$ cat config.mk
export PLATFORM = sky130hd
export DESIGN_NAME = legacy_io_hub
export DESIGN_NICKNAME = d
export VERILOG_FILES = /design/src/rtl/legacy_io_hub.sv
export SDC_FILE = /design/constraint.sdc
export NUM_CORES = 1
export LEC_CHECK = 0
export BUFFER_PORTS_ARGS = -buffer_cell sky130_fd_sc_hd__buf_2
export CORE_MARGIN = 2
export CORE_UTILIZATION = 38
export DETAILED_ROUTE_END_ITERATION = 12
export GPL_ROUTABILITY_DRIVEN = 0
export GPL_TIMING_DRIVEN = 0
export HOLD_SLACK_MARGIN = 0.03
export PLACE_DENSITY_LB_ADDON = 0.2
export SYNTH_ARGS = -nofsm -noshare
export SYNTH_HDL_FRONTEND = slang
export SYNTH_SLANG_ARGS = --single-unit
$ cat constraint.sdc
create_clock -name clk -period 3.2 [get_ports clk]
set_clock_uncertainty 0.1 [all_clocks]
set_input_delay 0.48 -clock clk [delete_from_list [all_inputs] [get_ports clk]]
set_output_delay 0.48 -clock clk [all_outputs]
set_load 0.05 [all_outputs]
$ cat src/rtl/legacy_io_hub.sv
module legacy_io_hub #(
  parameter int         LATENCY  = 2,
  parameter logic [7:0] SPKR_PAT = 8'h20
) (
  input  logic        clk,
  input  logic        rst_n,
  input  logic        req_valid,
  input  logic        req_write,
  input  logic [7:0]  req_addr,
  input  logic        req_size,
  input  logic [7:0]  req_wdata,
  output logic        rsp_ready,
  output logic [63:0] rsp_rdata,
  output logic        err_flag,
  output logic        irq_out,
  input  logic [7:0]  post_vec,
  input  logic [7:0]  clr_vec,
  output logic        tmr_req,
  output logic        tmr_we,
  output logic [1:0]  tmr_sel,
  output logic [7:0]  tmr_wdata,
  input  logic [7:0]  tmr_rdata,
  input  logic        tmr2_out,
  output logic        rtc_req,
  output logic        rtc_we,
  output logic [7:0]  rtc_index,
  output logic [7:0]  rtc_wdata,
  input  logic [7:0]  rtc_rdata,
  output logic [7:0]  dma_mode_a,
  output logic [7:0]  dma_mode_b
);
  localparam logic [7:0] A_MASK1 = 8'h00, A_MASK2 = 8'h01, A_STAT1 = 8'h02, A_STAT2 = 8'h03;
  localparam logic [7:0] A_ACK1  = 8'h04, A_ACK2  = 8'h05;
  localparam logic [7:0] A_TMR0  = 8'h08, A_TMR1  = 8'h09, A_TMR2  = 8'h0A, A_TCTL  = 8'h0B;
  localparam logic [7:0] A_RIDX  = 8'h10, A_RDAT  = 8'h11, A_PORTB = 8'h18;
  localparam logic [7:0] A_KBD   = 8'h20, A_DCMD1 = 8'h21, A_DCMD2 = 8'h22, A_DMM1  = 8'h23;
  localparam logic [7:0] A_DMM2  = 8'h24, A_DRST1 = 8'h25, A_DRST2 = 8'h26, A_DMSK1 = 8'h27;
  localparam logic [7:0] A_DMSK2 = 8'h28, A_DMOD1 = 8'h29, A_DMOD2 = 8'h2A;
  localparam int CW = (LATENCY > 1) ? $clog2(LATENCY) : 1;

  logic          busy;
  logic [CW-1:0] cnt;
  logic [7:0]    pend, en, mask2_q, ridx;
  logic [63:0]   rdata_q;
  logic          resp_err;
  logic          rd_ok, wr_ok;
  logic [7:0]    rd_val;

  wire acc    = req_valid && !busy;
  wire legal  = req_write ? (wr_ok && !req_size)
                          : (rd_ok && (!req_size || req_addr == A_STAT1));
  wire go     = acc && legal;
  wire wr     = go && req_write;
  wire ack_hit = wr && req_addr == A_ACK1 && !req_wdata[3];
  wire [7:0] ack_mask = ack_hit ? (8'h01 << req_wdata[2:0]) : 8'h00;

  always_comb begin
    rd_ok  = 1'b1;
    rd_val = 8'h00;
    case (req_addr)
      A_MASK1:                rd_val = ~en;
      A_MASK2:                rd_val = ~mask2_q;
      A_STAT1:                rd_val = pend;
      A_STAT2:                rd_val = 8'h00;
      A_TMR0, A_TMR1, A_TMR2: rd_val = tmr_rdata;
      A_RDAT:                 rd_val = rtc_rdata;
      A_PORTB:                rd_val = tmr2_out ? SPKR_PAT : 8'h00;
      default:                rd_ok  = 1'b0;
    endcase
  end

  always_comb begin
    case (req_addr)
      A_MASK1, A_MASK2, A_ACK1, A_ACK2, A_TMR0, A_TMR1, A_TMR2, A_TCTL,
      A_RIDX, A_RDAT, A_PORTB, A_KBD, A_DCMD1, A_DCMD2, A_DMM1, A_DMM2,
      A_DRST1, A_DRST2, A_DMSK1, A_DMSK2, A_DMOD1, A_DMOD2: wr_ok = 1'b1;
      default:                                              wr_ok = 1'b0;
    endcase
  end

  assign tmr_req   = go && req_addr[7:2] == A_TMR0[7:2];
  assign tmr_we    = req_write;
  assign tmr_sel   = req_addr[1:0];
  assign tmr_wdata = req_wdata;
  assign rtc_req   = go && req_addr == A_RDAT;
  assign rtc_we    = req_write;
  assign rtc_index = ridx;
  assign rtc_wdata = req_wdata;

  assign irq_out   = |(pend & en);
  assign rsp_ready = busy && cnt == '0;
  assign rsp_rdata = rdata_q;

  always_ff @(posedge clk) begin
    if (!rst_n) begin
      pend       <= 8'h00;
      en         <= 8'h00;
      mask2_q    <= 8'h00;
      ridx       <= 8'h00;
      dma_mode_a <= 8'h00;
      dma_mode_b <= 8'h00;
      err_flag   <= 1'b0;
      busy       <= 1'b0;
      cnt        <= '0;
      rdata_q    <= '0;
      resp_err   <= 1'b0;
    end else begin
      pend <= (pend | post_vec) & ~clr_vec & ~ack_mask;
      if (wr) begin
        case (req_addr)
          A_MASK1: en         <= ~req_wdata;
          A_MASK2: mask2_q    <= req_wdata;
          A_RIDX:  ridx       <= req_wdata;
          A_DMOD1: dma_mode_a <= req_wdata;
          A_DMOD2: dma_mode_b <= req_wdata;
          default: ;
        endcase
      end
      if (acc) begin
        busy     <= 1'b1;
        cnt      <= CW'(LATENCY - 1);
        rdata_q  <= (go && !req_write) ? {56'h0, rd_val} : 64'h0;
        resp_err <= !legal;
        if (!legal) err_flag <= 1'b1;
      end else if (busy) begin
        if (cnt == '0) busy <= 1'b0;
        else           cnt  <= cnt - 1'b1;
      end
    end
  end

  a_r1_mask_inverted: assert property (@(posedge clk) disable iff (!rst_n)
    (wr && req_addr == A_MASK1) |=> (en == ~$past(req_wdata)));
  a_r3_ack_clears_index: assert property (@(posedge clk) disable iff (!rst_n)
    ack_hit |=> !pend[$past(req_wdata[2:0])]);
  a_r4_clear_removes: assert property (@(posedge clk) disable iff (!rst_n)
    (|clr_vec) |=> ((pend & $past(clr_vec)) == 8'h00));
  a_r4_post_sets: assert property (@(posedge clk) disable iff (!rst_n)
    ((|post_vec) && clr_vec == 8'h00 && !ack_hit) |=> ((pend & $past(post_vec)) == $past(post_vec)));
  a_r11_err_sticky: assert property (@(posedge clk) disable iff (!rst_n)
    err_flag |=> err_flag);
  a_r11_err_zero_data: assert property (@(posedge clk) disable iff (!rst_n)
    (rsp_ready && resp_err) |-> (rsp_rdata == 64'h0));
  a_r12_single_pulse: assert property (@(posedge clk) disable iff (!rst_n)
    rsp_ready |=> !rsp_ready);
endmodule

==> reports/metrics.yaml, run 1 <==
status: "finished clean"
hp-class: "in -> reg"
numCtsBuffers: 9
path_class: "in -> out"
cts_hold_buf: 0
min_from: "clr_vec[3]"
track_usage: 0.188
final_nets: 633
crit_fanout: 9
rows: 35
finalCritPeriodShare: 0.908
hold-path-endpoint: "pend[3]"
clock_path_buffers: 2
portBuffers: 108
drt.antenna.violating_nets: 0
worstSetupEndpointType: "primary output"
cp-start-kind: "input port"
fp.dieH_um: 101
vdd_ir_drop_max_v: 0.000251
clk_pin_slew_ps: 60
cp_top_family: "simple AND/OR/NAND/NOR gates"
die-area_um2: 10100
hold_path_depth: 4
post_cts_buffers: 0
maxCapViolations: 0
rr_startpoint: "busy"
antennaDiodeCount: 0
drt_iter0_drc: 112
syn_inst: 405
pwr_density_cell_nw_per_um2: 415
cts-root-buf: "clkbuf_8"
yosys.area.top_type_share: 0.333
grt_max_degree: 11
seq_area_frac_synth: 0.333
area_growth_syn_to_layout_pct: 31.5
max_freq_ghz: 0.344
vias: 3268
grt_overflow: 0
slew_violations: 0
relSlewSlack: 0.604
htreeDepth: 3
grt_pass1_wl_mm: 14.9
tns_ps: 0
vias_per_cell: 4.71
clkLatencyLatePin_ps: 330
first_global_vias: 2967
yosysWarningCount: 0
slowest_stage: "nor4_1"
synth_most_common_cell: "buf_4"
drive_above_1_share: 0.386
synth.avg_cell_area_um2: 8.76
drt_wl_total_mm: 9.59
dp_hpwl_mm: 7.48
setup_violations: 0
synth.cells.most_frequent: "buf_4 (77), dfxtp_1 (59), nand2_1 (43), mux2i_1 (36), nor2b_1 (21)"
rsz0062_at_grt: "false"
first_pass_iters: 5
tightestPinTransition_ps: 590
reg2reg_slack_ps: 1220
hold_viol_final: 0
io-pin-count: 167
antenna_found_initial: 0
drcViolationCount: 0
core_um2: 9150
required_ps: 2620
fin_util: 0.510
r2r_cells: 6
synthTopCellsByArea: "dfxtp_1 (33%), buf_4 (16%), mux2i_1 (10%)"
cts_resized: 0
yosys_most_used_dff: "dfxtp_1"
fillers: 899
yosys.area.top_type: "dfxtp_1"
worst_r2r_endpoint: "en[6]"
hold_ws_ps: 319
async_flop_share: 0
die_x_um: 101
synth-edff-count: 0
synth-seq-cells: 59
synth_cell_types: 54
initial_core_util: 0.387
cts_tree: "built"
finalCriticalPeriod_ps: 2910
cts.sinks: 59
leakage_nw: 2.44
arrival_ps: 2330
critPathMaxStageDelay_ps: 500
place_inst: 679
path_buf_inv: 2
path_cells: "buf_2 -> nor4_1 -> a31o_2 -> o2111ai_1 -> o21a_1 -> nor4_2 -> buf_2"
wire_per_inst_um: 13.8
fin_cells: 694
synth_area_um2: 3550
worst_path_most_repeated_cell: "buf_2"
cells by family after synthesis:
| group | after synthesis | synth area share |
|---|---|---|
| compound gates | 70 | 0.156 |
| xor+xnor | 1 | 0.00247 |
| buf+inv | 108 | 0.200 |
| flops | 59 | 0.333 |
| mux | 36 | 0.102 |
| other cells | 1 | 0.00106 |
| simple gates | 130 | 0.206 |
where the power goes:
group          internal (W)  switching, W
clock              0.000452      0.000297
sequential         0.000742    0.00000735
combinational      0.000129      0.000306
metrics by stage:
step	power [W]	cell area, um^2	setup slack [ps]
floorplan	0.00111	3760	139
global placement	0.00120	4440	107
detailed placement	0.00120	4440	157
CTS	0.00195	4660	154
global route	0.00201	4660	159
finish	0.00193	4660	293
worst max path at each step:
stage / startpoint / to / slack [ps] / cells past startpoint
5_1_grt: req_addr[5] / tmr_req / 160 / 7
4_1_cts: req_addr[5] / tmr_req / 150 / 6
3_3_place_gp: req_addr[5] / tmr_req / 110 / 6
6_report: req_addr[5] / tmr_req / 290 / 7
3_5_place_dp: req_addr[5] / tmr_req / 160 / 6
2_1_floorplan: req_addr[5] / tmr_req / 140 / 5
metal layers:
layer,up-vias,GRT usage,wire [um]
met4,0,0.0601,172
met2,143,0.313,4490
li1,1632,-,-
met1,1475,0.232,4070
met5,-,0,0
met3,18,0.0589,858
registers in the layout (all words and copies together) (netlist names):
register	flops
mask2_q	8
dma_mode_b	8
err_flag	1
rsp_rdata	8
rtc_index	8
dma_mode_a	8
cnt	1
busy	1
en	8
pend	8
worst register-to-register path, cell delays in order, from the launching register on:
cell and delay [ps]:
dfxtp_1 330, nand2b_1 330, a2111oi_4 410, nand4_2 200
buf_6 210, or2_0 200, a21boi_1 130
area by class of cell:
class / count / area, um^2 / share of cell area
plain buffers: 94 / 656 / 0.141
clock buffers: 10 / 138 / 0.0295
clock inverters: 5 / 77.6 / 0.0166
inverters: 14 / 52.6 / 0.0113
multi-input cells: 293 / 1880 / 0.403
flip-flops and latches: 59 / 1180 / 0.253
well taps: 111 / 139 / 0.0298
repair buffers: 108 / 541 / 0.116
layout by cell type (no fill, tap or decap), types with 4 or more instances in the layout:
| master | count |
|---|---|
| buf_2 | 113 |
| buf_4 | 77 |
| dfxtp_1 | 59 |
| conb_1 | 56 |
| nand2_1 | 43 |
| mux2i_1 | 36 |
| nor2b_1 | 21 |
| inv_1 | 14 |
| a21oi_1 | 13 |
| nor2_1 | 11 |
| clkbuf_1 | 10 |
| o211ai_1 | 10 |
| clkbuf_8 | 10 |
| and2_1 | 8 |
| a22oi_1 | 6 |
| nand3_1 | 6 |
| or2_2 | 4 |
| nor3_1 | 4 |
| a211o_1 | 4 |
| o21ai_0 | 4 |
| a221o_1 | 4 |
| a32o_1 | 4 |
No activity file was read; power rests on OpenSTA's default activity.
==> run 2, diff against run 1 <==
--- a/config.mk
+++ b/config.mk
@@ -6,6 +6,7 @@
 export NUM_CORES = 1
 export LEC_CHECK = 0
 export BUFFER_PORTS_ARGS = -buffer_cell sky130_fd_sc_hd__buf_2
+export CORE_ASPECT_RATIO = 0.8
 export CORE_MARGIN = 2
 export CORE_UTILIZATION = 38
 export DETAILED_ROUTE_END_ITERATION = 12
==> constraint.sdc (replaced) <==
create_clock -name clk -period 3.7 [get_ports clk]
set_clock_uncertainty 0.1 [all_clocks]
set_input_delay 0.555 -clock clk [delete_from_list [all_inputs] [get_ports clk]]
set_output_delay 0.555 -clock clk [all_outputs]
set_load 0.05 [all_outputs]
==> reports/metrics.yaml, run 2 (same netlist as run 1, synthesis figures left out) <==
antenna_found_initial: 0
cts-root-buf: "clkbuf_16"
switching_share: 0.292
placed_cell_area_um2: 4440
crit_fanout: 9
pwr_density_cell_nw_per_um2: 390
met2_length_mm: 4.25
drcViolationCount: 0
vdd_ir_drop_max_v: 0.000326
drt_wl_total_mm: 9.82
switching_power_w: 0.000540
clkLatencyLatePin_ps: 320
hp-class: "reg -> reg"
htreeDepth: 3
maxCapViolations: 0
final_area_um2: 4740
leakage_nw: 2.47
core_um2: 9080
clock_path_buffers: 2
place_inst: 683
portBuffers: 108
finalPower_w: 0.00185
relSlewSlack: 0.472
max_freq_ghz: 0.313
layout_commonest_cell: "buf_2"
grt_max_degree: 11
clk_pin_slew_ps: 50
cts_hold_buf: 0
finalCritPeriodShare: 0.864
die-area_um2: 10100
cts_tree: "built"
tns_ps: 0
rsz0062_at_grt: "false"
p_seq_frac: 0.352
slew_violations: 0
vias: 3294
drt_iter0_drc: 233
setup_violations: 0
dp_hpwl_mm: 7.68
finalCriticalPeriod_ps: 3200
io-pin-count: 167
initial_core_util: 0.391
drive_above_1_share: 0.379
wl_met1_mm: 4.48
die_x_um: 112
clkPwrFrac: 0.443
grt_pass1_wl_mm: 15.5
tightestPinTransition_ps: 784
grt_overflow: 0
wire_per_inst_um: 14.1
required_ps: 3040
pwr-share-comb: 0.205
top_layer_used: "met4"
final_nets: 633
fin_cells: 698
numCtsBuffers: 9
fin_util: 0.522
worstSetupEndpointType: "primary output"
area_growth_syn_to_layout_pct: 33.6
cp-start-kind: "input port"
routed-wl-met3_um: 988
arrival_ps: 2540
post_cts_buffers: 0
hold_viol_final: 0
rows: 31
cts_resized: 0
cts.sinks: 59
final_cell_mix: "buf_2 (113), buf_4 (77), dfxtp_1 (59)"
path_class: "in -> out"
antennaDiodeCount: 0
vias_per_cell: 4.72
first_global_vias: 3053
status: "finished clean"
fp.dieH_um: 90.4
first_pass_iters: 5
drt.antenna.violating_nets: 0
p_int_w: 0.00131
track_usage: 0.191
[run 2: cell types whose count changed in the layout (fill, tap and decap cells not counted), sizes merged]
cell	previous run	this run
bufinv	2	1
clkbuf	20	23
clkinv	2	1
clkinvlp	1	0
[run 2: power groups by stage]
stage | logic [W] | clock network, W | registers [W]
detailed placement | 0.000375 | 0 | 0.000663
floorplan | 0.000296 | 0 | 0.000664
global route | 0.000399 | 0.000872 | 0.000650
global placement | 0.000372 | 0 | 0.000662
CTS | 0.000376 | 0.000833 | 0.000650
finish | 0.000378 | 0.000819 | 0.000650
[run 2: worst max-delay path, cell delays in order]
cell	delay, ps
buf_2	150
nor4_1	710
and2_1	320
and3_1	300
nor3b_1	210
buf_2	290
[run 2: final timing paths]
kind	end	cells past startpoint	slack, ps	start
max	rtc_req	6	500	req_addr[5]
min	rtc_index[6]	2	360	rtc_index[6]
max reg2reg	pend[0]	4	1640	busy
min reg2reg	rtc_index[6]	2	360	rtc_index[6]
[run 2: area by class of cell]
type / instances / area [um^2]
inverters: 14 / 52.6
multi-input cells: 293 / 1870
flip-flops and latches: 59 / 1180
repair buffers: 108 / 541
fillers: 861 / 4340
clock inverters: 2 / 35.0
well taps: 115 / 144
clock buffers: 13 / 260
plain buffers: 94 / 656
[run 2: through the flow]
step                      hold WS (ps)  setup slack (ps)
after floorplan                    338               246
after global placement             345               569
after detailed placement           344               536
after CTS                          358               526
after global routing               369               351
final                              355               503
[run 2: per-layer routing]
metal	GRT usage	vias up
met5	0	-
met1	0.266	1506
met4	0.0539	0
met3	0.0557	10
li1	-	1620
met2	0.287	158
